[src/rtl/intc_pkg.sv]
package intc_pkg;
  localparam int DIRECT_N = 6;
  localparam int TOP_W    = 8;
  localparam int IEN_LSB  = 8;

  typedef enum logic [3:0] {
    A_TOP     = 4'd0,
    A_EXT_ST  = 4'd1,
    A_EXT_EN  = 4'd2,
    A_CARD_ST = 4'd3,
    A_CARD_EN = 4'd4,
    A_USB_EN  = 4'd5,
    A_SM_EN   = 4'd6,
    A_MASTER  = 4'd7
  } reg_addr_e;

  // next value of one sticky status bit: capture beats clear
  function automatic logic sticky_next(logic st, logic rise, logic cap_en, logic clr);
    return (st & ~clr) | (rise & cap_en);
  endfunction

  // rising-edge request from the gated level and its last value
  function automatic logic edge_req(logic now_lvl, logic last_lvl);
    return now_lvl & ~last_lvl;
  endfunction
endpackage

[src/rtl/intc_sync.sv]
module intc_sync #(
  parameter int W = 8
) (
  input  logic         clk,
  input  logic         rst_n,
  input  logic [W-1:0] async_i,
  output logic [W-1:0] sync_o
);
  logic [W-1:0] s1_q, s2_q;

  always_ff @(posedge clk or negedge rst_n) begin
    if (!rst_n) begin
      s1_q <= '0;
      s2_q <= '0;
    end else begin
      s1_q <= async_i;
      s2_q <= s1_q;
    end
  end

  assign sync_o = s2_q;
endmodule

[src/rtl/intc_group.sv]
module intc_group
  import intc_pkg::*;
#(
  parameter int N  = 4,
  parameter int DW = 16
) (
  input  logic          clk,
  input  logic          rst_n,
  input  logic [N-1:0]  level_i,
  input  logic          st_wr_i,
  input  logic          cfg_wr_i,
  input  logic [DW-1:0] wdata_i,
  output logic [N-1:0]  stat_o,
  output logic [N-1:0]  sen_o,
  output logic [N-1:0]  ien_o,
  output logic [N-1:0]  rise_o,
  output logic [N-1:0]  clr_o,
  output logic          pend_o
);
  logic [N-1:0] prev_q, stat_q, sen_q, ien_q;
  logic [N-1:0] stat_d;

  assign rise_o = level_i & ~prev_q;
  assign clr_o  = st_wr_i ? wdata_i[N-1:0] : '0;

  for (genvar i = 0; i < N; i++) begin : g_bit
    assign stat_d[i] = sticky_next(stat_q[i], rise_o[i], sen_q[i], clr_o[i]);
  end

  always_ff @(posedge clk or negedge rst_n) begin
    if (!rst_n) begin
      prev_q <= '0;
      stat_q <= '0;
      sen_q  <= '0;
      ien_q  <= '0;
    end else begin
      prev_q <= level_i;
      stat_q <= stat_d;
      if (cfg_wr_i) begin
        sen_q <= wdata_i[N-1:0];
        ien_q <= wdata_i[IEN_LSB +: N];
      end
    end
  end

  assign stat_o = stat_q;
  assign sen_o  = sen_q;
  assign ien_o  = ien_q;
  assign pend_o = |(stat_q & ien_q);
endmodule

[src/rtl/intc_irq_edge.sv]
module intc_irq_edge
  import intc_pkg::*;
(
  input  logic clk,
  input  logic rst_n,
  input  logic req_i,
  output logic pulse_o
);
  logic last_q, pulse_q;

  always_ff @(posedge clk or negedge rst_n) begin
    if (!rst_n) begin
      last_q  <= 1'b0;
      pulse_q <= 1'b0;
    end else begin
      last_q  <= req_i;
      pulse_q <= edge_req(req_i, last_q);
    end
  end

  assign pulse_o = pulse_q;
endmodule

[src/rtl/intc_two_level.sv]
module intc_two_level
  import intc_pkg::*;
#(
  parameter int EXT_N  = 7,
  parameter int CARD_N = 4,
  parameter int AW     = 4,
  parameter int DW     = 16
) (
  input  logic              clk,
  input  logic              rst_n,
  input  logic [EXT_N-1:0]  ext_src_i,
  input  logic [CARD_N-1:0] card_src_i,
  input  logic [DIRECT_N-1:0] direct_src_i,
  input  logic              reg_wr_i,
  input  logic [AW-1:0]     reg_addr_i,
  input  logic [DW-1:0]     reg_wdata_i,
  output logic [DW-1:0]     reg_rdata_o,
  output logic              cpu_irq_o
);
  localparam int TOT_N = EXT_N + CARD_N + DIRECT_N;

  logic [TOT_N-1:0]    sync_all;
  logic [EXT_N-1:0]    ext_lvl, ext_stat, ext_sen, ext_ien, ext_rise, ext_clr;
  logic [CARD_N-1:0]   card_lvl, card_stat, card_sen, card_ien, card_rise, card_clr;
  logic [DIRECT_N-1:0] dir_lvl;
  logic                ext_pend, card_pend;
  logic [1:0]          usb_en_q;
  logic                sm_en_q, master_q;
  logic [TOP_W-1:0]    top_stat;
  logic                req_gated;
  logic                unused_wdata;

  intc_sync #(.W(TOT_N)) u_sync (
    .clk     (clk),
    .rst_n   (rst_n),
    .async_i ({direct_src_i, card_src_i, ext_src_i}),
    .sync_o  (sync_all)
  );

  assign ext_lvl  = sync_all[EXT_N-1:0];
  assign card_lvl = sync_all[EXT_N +: CARD_N];
  assign dir_lvl  = sync_all[EXT_N+CARD_N +: DIRECT_N];

  intc_group #(.N(EXT_N), .DW(DW)) u_ext (
    .clk      (clk),
    .rst_n    (rst_n),
    .level_i  (ext_lvl),
    .st_wr_i  (reg_wr_i && reg_addr_i == AW'(A_EXT_ST)),
    .cfg_wr_i (reg_wr_i && reg_addr_i == AW'(A_EXT_EN)),
    .wdata_i  (reg_wdata_i),
    .stat_o   (ext_stat),
    .sen_o    (ext_sen),
    .ien_o    (ext_ien),
    .rise_o   (ext_rise),
    .clr_o    (ext_clr),
    .pend_o   (ext_pend)
  );

  intc_group #(.N(CARD_N), .DW(DW)) u_card (
    .clk      (clk),
    .rst_n    (rst_n),
    .level_i  (card_lvl),
    .st_wr_i  (reg_wr_i && reg_addr_i == AW'(A_CARD_ST)),
    .cfg_wr_i (reg_wr_i && reg_addr_i == AW'(A_CARD_EN)),
    .wdata_i  (reg_wdata_i),
    .stat_o   (card_stat),
    .sen_o    (card_sen),
    .ien_o    (card_ien),
    .rise_o   (card_rise),
    .clr_o    (card_clr),
    .pend_o   (card_pend)
  );

  always_ff @(posedge clk or negedge rst_n) begin
    if (!rst_n) begin
      usb_en_q <= '0;
      sm_en_q  <= 1'b0;
      master_q <= 1'b0;
    end else if (reg_wr_i) begin
      case (reg_addr_i)
        AW'(A_USB_EN): usb_en_q <= reg_wdata_i[1:0];
        AW'(A_SM_EN):  sm_en_q  <= reg_wdata_i[0];
        AW'(A_MASTER): master_q <= reg_wdata_i[0];
        default: ;
      endcase
    end
  end

  assign top_stat = {card_pend, ext_pend,
                     dir_lvl[5] & sm_en_q,
                     dir_lvl[4] & usb_en_q[1],
                     dir_lvl[3] & usb_en_q[0],
                     dir_lvl[2:0]};

  assign req_gated = master_q & (|top_stat);

  intc_irq_edge u_irq (
    .clk     (clk),
    .rst_n   (rst_n),
    .req_i   (req_gated),
    .pulse_o (cpu_irq_o)
  );

  always_comb begin
    reg_rdata_o = '0;
    case (reg_addr_i)
      AW'(A_TOP):     reg_rdata_o[TOP_W-1:0] = top_stat;
      AW'(A_EXT_ST):  reg_rdata_o[EXT_N-1:0] = ext_stat;
      AW'(A_EXT_EN): begin
        reg_rdata_o[EXT_N-1:0]         = ext_sen;
        reg_rdata_o[IEN_LSB +: EXT_N]  = ext_ien;
      end
      AW'(A_CARD_ST): reg_rdata_o[CARD_N-1:0] = card_stat;
      AW'(A_CARD_EN): begin
        reg_rdata_o[CARD_N-1:0]        = card_sen;
        reg_rdata_o[IEN_LSB +: CARD_N] = card_ien;
      end
      AW'(A_USB_EN):  reg_rdata_o[1:0] = usb_en_q;
      AW'(A_SM_EN):   reg_rdata_o[0]   = sm_en_q;
      AW'(A_MASTER):  reg_rdata_o[0]   = master_q;
      default: ;
    endcase
  end

  assign unused_wdata = ^{reg_wdata_i, card_rise, card_clr};
endmodule

[config.mk]
export PLATFORM = sky130hd
export DESIGN_NAME = intc_two_level
export DESIGN_NICKNAME = d
export VERILOG_FILES = /design/src/rtl/intc_pkg.sv /design/src/rtl/intc_sync.sv /design/src/rtl/intc_group.sv /design/src/rtl/intc_irq_edge.sv /design/src/rtl/intc_two_level.sv
export SDC_FILE = /design/constraint.sdc
export NUM_CORES = 1
export LEC_CHECK = 0
export ABC_AREA = 1
export BUFFER_PORTS_ARGS = -buffer_cell sky130_fd_sc_hd__clkbuf_2
export CORE_ASPECT_RATIO = 0.6
export CORE_MARGIN = 1.5
export CORE_UTILIZATION = 50
export DETAILED_ROUTE_END_ITERATION = 7
export PLACE_DENSITY = 0.81
export SYNTH_ARGS = -nofsm -noshare
export SYNTH_HDL_FRONTEND = slang
export SYNTH_HIERARCHICAL = 1
export SYNTH_SLANG_ARGS = --single-unit
[constraint.sdc]
create_clock -name clk -period 1.2 [get_ports clk]
set_clock_uncertainty 0.1 [all_clocks]
set_input_delay 0.06 -clock clk [delete_from_list [all_inputs] [get_ports clk]]
set_output_delay 0.06 -clock clk [all_outputs]
set_load 0.01 [all_outputs]
# --- After elaboration in Yosys (flattened, before gate mapping) ---
# Index checks and enable logic that the tools add are counted.
word_totals:
  latchBits: 0
  wordCells: 98
  rom_bits: 0
  ram_bits: 0
  n_memories: 0
  inputBits: 40
  register_bits: 84
  output_inout_bits: 17
op_classes:
  bitwise_logic: 56
  shifts: 0
  div: 0
  n_reduce_logical: 11
  n_addsub: 0
  eq_ne: 7
  multipliers: 0
  n_mux: 9
  order_cmp: 0
op_table:
  columns: ["cell", "n"]
  rows:
  - ["$and A1 B1 Y1", 27]
  - ["$reduce_or A17 Y1", 1]
  - ["$eq A4 B3 Y1 const B", 4]
  - ["$and A7 B7 Y7", 2]
  - ["$not A1 Y1", 12]
  - ["$or A1 B1 Y1", 11]
  - ["$pmux W2 S5", 1]
  - ["$pmux W3 S3", 1]
  - ["$and A4 B4 Y4", 2]
  - ["$eq A4 B2 Y1 const B", 2]
  - ["$pmux W1 S8", 1]
  - ["$pmux W4 S2", 1]
  - ["$mux W7", 1]
  - ["$not A7 Y7", 1]
  - ["$reduce_or A7 Y1", 1]
  - ["$pmux W1 S6", 1]
  - ["$reduce_and A2 Y1", 3]
  - ["$eq A4 B1 Y1 const B", 1]
  - ["$logic_and A1 B1 Y1", 4]
  - ["$logic_not A4 Y1", 1]
  - ["$mux W4", 1]
  - ["$not A4 Y4", 1]
  - ["$reduce_or A4 Y1", 1]
  - ["$mux W3", 1]
  - ["$mux W1", 1]

# --- Longest topological paths before layout ---
depth:
  depth_word: 6
  depth_mapped: 9
  ltp_nobuf: 9

# --- By module ---
# Netlist, hierarchy kept.
by_module_without_submodules:
  columns: ["module", "n_inst", "area_each_um2", "cells_each", "seq_area_each_um2"]
  rows:
  - ["intc_group at u_ext", 1, 1184.9, 136, 700.7]
  - ["intc_sync", 1, 850.8, 34, 850.8]
  - ["intc_two_level", 1, 733.2, 134, 100.1]
  - ["intc_group at u_card", 1, 650.6, 78, 400.4]
  - ["intc_irq_edge", 1, 60.1, 4, 50.0]

# --- Worst setup path after synthesis ---
# Ideal clock, no wire load.
synth_timing:
  path_kind: "flip-flop to flip-flop"
  from: "reg u_ext.ien_q[4], in the netlist u_ext/ien_o[4]"
  to: "reg u_irq.pulse_q, in the netlist u_irq/pulse_o"
  path_stages_with_launch: 10
  period_less_slack_ns: 1.224
  n_path_buf: 0
  slack_ns: -0.024
  setup_ns: 0.114
  required_ns: 0.986
  t_arrival_ns: 1.010
  path_cell_list: "dfrtp_1 > nand2_1 > nand2_1 > nor2_1 > nand2_1 > nor2_1 > nand2_1 > o21a_1 > inv_1 > nor2_2"
synth_between:
  elab_chain_len: 4
synth_lines:
  columns: ["element", "line", "rtl"]
  rows:
  - ["start: declaration", "intc_group.sv:20", "logic [N-1:0] prev_q, stat_q, sen_q, ien_q;"]
  - ["start signal: assignment", "intc_group.sv:41", "ien_q <= wdata_i[IEN_LSB +: N];"]
  - ["$and A7 B7 Y7", "intc_group.sv:49", "assign pend_o = |(stat_q & ien_q);"]
  - ["$reduce_or A17 Y1", "intc_two_level.sv:95", "assign req_gated = master_q & (|top_stat);"]
  - ["$and A1 B1 Y1", "intc_two_level.sv:95", null]
  - ["named net req_gated", "intc_two_level.sv:30", "logic req_gated;"]
  - ["$and A1 B1 Y1", "intc_pkg.sv:24", "return now_lvl & ~last_lvl;"]
  - ["end signal: assignment", "intc_irq_edge.sv:17", "pulse_q <= edge_req(req_i, last_q);"]
  - ["end: declaration", "intc_irq_edge.sv:9", "logic last_q, pulse_q;"]
# The timed path passes the listed nets, and every way through them passes these cells.
# A chain may end at the register's enable or synchronous reset.

# --- Worst setup path after layout ---
layout_timing:
  from: "reg u_ext.stat_q[1], in the netlist u_ext/stat_o[1]"
  to: "out reg_rdata_o[6]"
layout_between:
  elab_chain_len: 3
layout_lines:
  columns: ["element", "line", "rtl"]
  rows:
  - ["start: declaration", "intc_group.sv:20", null]
  - ["start signal: assignment", "intc_group.sv:38", "stat_q <= stat_d;"]
  - ["$and A7 B7 Y7", "intc_group.sv:49", null]
  - ["$reduce_or A7 Y1", "intc_group.sv:49", null]
  - ["named net ext_pend", "intc_two_level.sv:26", "logic ext_pend, card_pend;"]
  - ["$pmux W3 S3", "intc_two_level.sv:106", "case (reg_addr_i)"]
  - ["end: declaration", "intc_two_level.sv:17", "output logic [DW-1:0] reg_rdata_o,"]
# The timed path passes the listed nets, and every way through them passes these cells.

==> qor.csv <==
stage,metric,value,unit
sta,hold_viol_final,0,
layout,final_util,0.752,
floorplanning,chipHeight,67.2,µm
floorplanning,die_w,110,µm
logic_synthesis,synth_nets,415,
critical_path,arrival,1390,ps
power,switching_share,0.276,
critical_path,r2r_start,u_ext/stat_o[1]$_DFF_PN0_,
route,wl,9150,µm
critical_path,worst_setup_path_start_kind,flip-flop,
power,p_sw,0.00208,W
sta,rsz0062_at_grt,true,
critical_path,reg2reg_setup_slack,-320,ps
sta,fin_crit,1550,ps
critical_path,worstSetupPathType,reg -> out,
critical_path,r2r_cells,10,
critical_path,cp_num_buf_inv,1,
power,cellLeakagePower,2.55,nW
global_routing,grt_start_max_net_pins,33,
floorplanning,die_area,7400,µm²
route,drc,0,
global_routing,antenna_found_initial,0,
power,comb_power_share,0.179,
worst_hold_path,worstHoldPathType,in -> async,
placement,routabilityCongestion,0.966,
layout,final_area,5000,µm²
clocking,clock_sinks,84,
logic_synthesis,ys_warn_count,6,
power,seq_power_share,0.449,
global_routing,grt_pass1_wl,14100,µm
power,clock_power_share,0.371,
sta,finalSetupTns,-2750,ps
clocking,root_buffer,clkbuf_16,
run,cap_violations,0,
status,status,"complete, but fails checks",
route,vias,2978,
critical_path,critPathCaptureType,output port,
critical_path,cp_slowest_cell,dfrtp_1,
power,vdd_drop_max,1.05,mV
power,power.density,1510,nW/µm²
logic_synthesis,syn-mean-instance-area,9.17,µm²
floorplanning,start_util,0.517,
floorplanning,core-area,6650,µm²
clocking,clock_latency,340,ps
route,drt-pass1-iter-count,5,
critical_path,cpLargestDelayFamily,simple AND/OR/NAND/NOR gates,
layout,drive_gt1_frac,0.337,
global_routing,gr-usage-all-layers,0.268,
placement,io_buffers,53,
sta,fmax,646,MHz
route,avgViaCountPerCell,4.89,
critical_path,critPathMaxStageDelay,420,ps
power,internal-power,0.00547,W
critical_path,r2r-end,u_irq/pulse_o$_DFF_PN0_,
clocking,cts_tree,yes,
layout,n_antenna_cell,0,
layout,synthToLayoutAreaGrowth,45.3,%
placement,place_area,4070,µm²
critical_path,path_cells,nand2_1 -> nand2_2 -> nor2_4 -> nand2_2 -> nand3_2 -> nand3_2 -> buf_6,
sta,setup_viol,17,
floorplanning,row_count,23,
logic_synthesis,syn_area,3440,µm²
route,drtIter0Drc,249,
critical_path,critical_path_required,1040,ps
sta,maxSlewViolCount,0,
route,detail-route-antenna-nets,0,
status,violations,negative setup slack,
logic_synthesis,syn_inst,375,
floorplanning,pin_count,57,
placement,dp_hpwl,5920,µm
route,wl_per_cell,15.0,µm
clocking,h-tree-depth,3,
sta,final.period_utilization,1.29,
global_routing,grt_overflow,0,
clocking,cts_buffer_depth,2,
sta,fin_ws,-348,ps
clocking,numCtsBuffers,9,
global_routing,grt_pass1_vias,2904,
critical_path,path_max_fanout,2,
layout,final_net_count,557,
clocking,clkTransAtPathRegs,70,ps
timing repair:
action | CTS | global route
pin swaps | 26 | 24
setup buffers | 11 | 10
setup endpoints to repair | 17 | 17
gates resized for setup | 27 | 46
endpoints found under the hold margin | 138 | 0
hold buffers | 33 | 0
metal layers:
metal / part of all wire / vias up / routed length, µm / GRT usage
li1: - / 1428 / - / -
met1: 0.44 / 1401 / 4060 / 0.350
met2: 0.45 / 128 / 4160 / 0.406
met3: 0.083 / 21 / 761 / 0.100
met4: 0.019 / 0 / 171 / 0.109
met5: 0 / - / 0 / 0
power groups by stage:
stage / sequential, W / clock, W / combinational (W)
2_1_floorplan: 0.00337 / 0 / 0.000467
3_3_place_gp: 0.00340 / 0 / 0.000950
3_5_place_dp: 0.00342 / 0 / 0.000984
4_1_cts: 0.00338 / 0.00285 / 0.00121
5_1_grt: 0.00343 / 0.00298 / 0.00149
6_report: 0.00340 / 0.00281 / 0.00136
final cells by class:
class                   count  area [µm²]
flip-flops and latches     84        2100
clock inverters             6        73.8
well taps                  87         109
multi-input cells         229        1150
inverters                  54         208
repair buffers            139        1130
clock buffers              10         229
fillers                   474        1650
worst max path at each step:
stage,start,end,depth (start not counted)
after CTS,u_ext/stat_o[1]$_DFF_PN0_,reg_rdata_o[6],7
after detailed placement,u_ext/stat_o[1]$_DFF_PN0_,u_irq/pulse_o$_DFF_PN0_,9
after global routing,u_ext/stat_o[1]$_DFF_PN0_,reg_rdata_o[6],7
final,u_ext/stat_o[1]$_DFF_PN0_,reg_rdata_o[6],7
after global placement,u_ext/stat_o[1]$_DFF_PN0_,u_irq/pulse_o$_DFF_PN0_,9
after floorplan,u_ext/ien_o[6]$_DFFE_PN0P_,u_irq/pulse_o$_DFF_PN0_,9
sequential cells by signal, summed over array words and instances, names as in the netlist:
name	count
u_ext/sen_o	7
u_ext/ien_o	7
u_sync/sync_o	17
u_card/stat_o	4
u_ext/stat_o	7
u_card/sen_o	4
u_irq/last_q	1
u_card/ien_o	4
sm_en_q	1
master_q	1
u_card/prev_q	4
u_sync/s1_q	17
u_ext/prev_q	7
u_irq/pulse_o	1
usb_en_q	2
cells in the final DEF (no fill, tap or decap), drive strengths merged, types with 3 or more instances in the layout:
| cell | n |
|---|---|
| nand2 | 131 |
| dfrtp | 84 |
| buf | 67 |
| inv | 54 |
| clkbuf | 49 |
| nor2 | 36 |
| dlygate4sd3 | 33 |
| nand3 | 29 |
| o21ai | 26 |
| clkinv | 3 |
| nand4 | 3 |
per-stage QoR:
stage | setup WS [ps] | hold WS [ps] | total power [W] | instances
finish | -348 | 99.9 | 0.00756 | 609
global route | -401 | 145 | 0.00790 | 609
CTS | -298 | 102 | 0.00744 | 605
detailed placement | -131 | -74.4 | 0.00441 | 549
global placement | -103 | -80.1 | 0.00435 | 549
floorplan | -19.1 | -336 | 0.00384 | 375
Power figures use the tool's default switching activity.
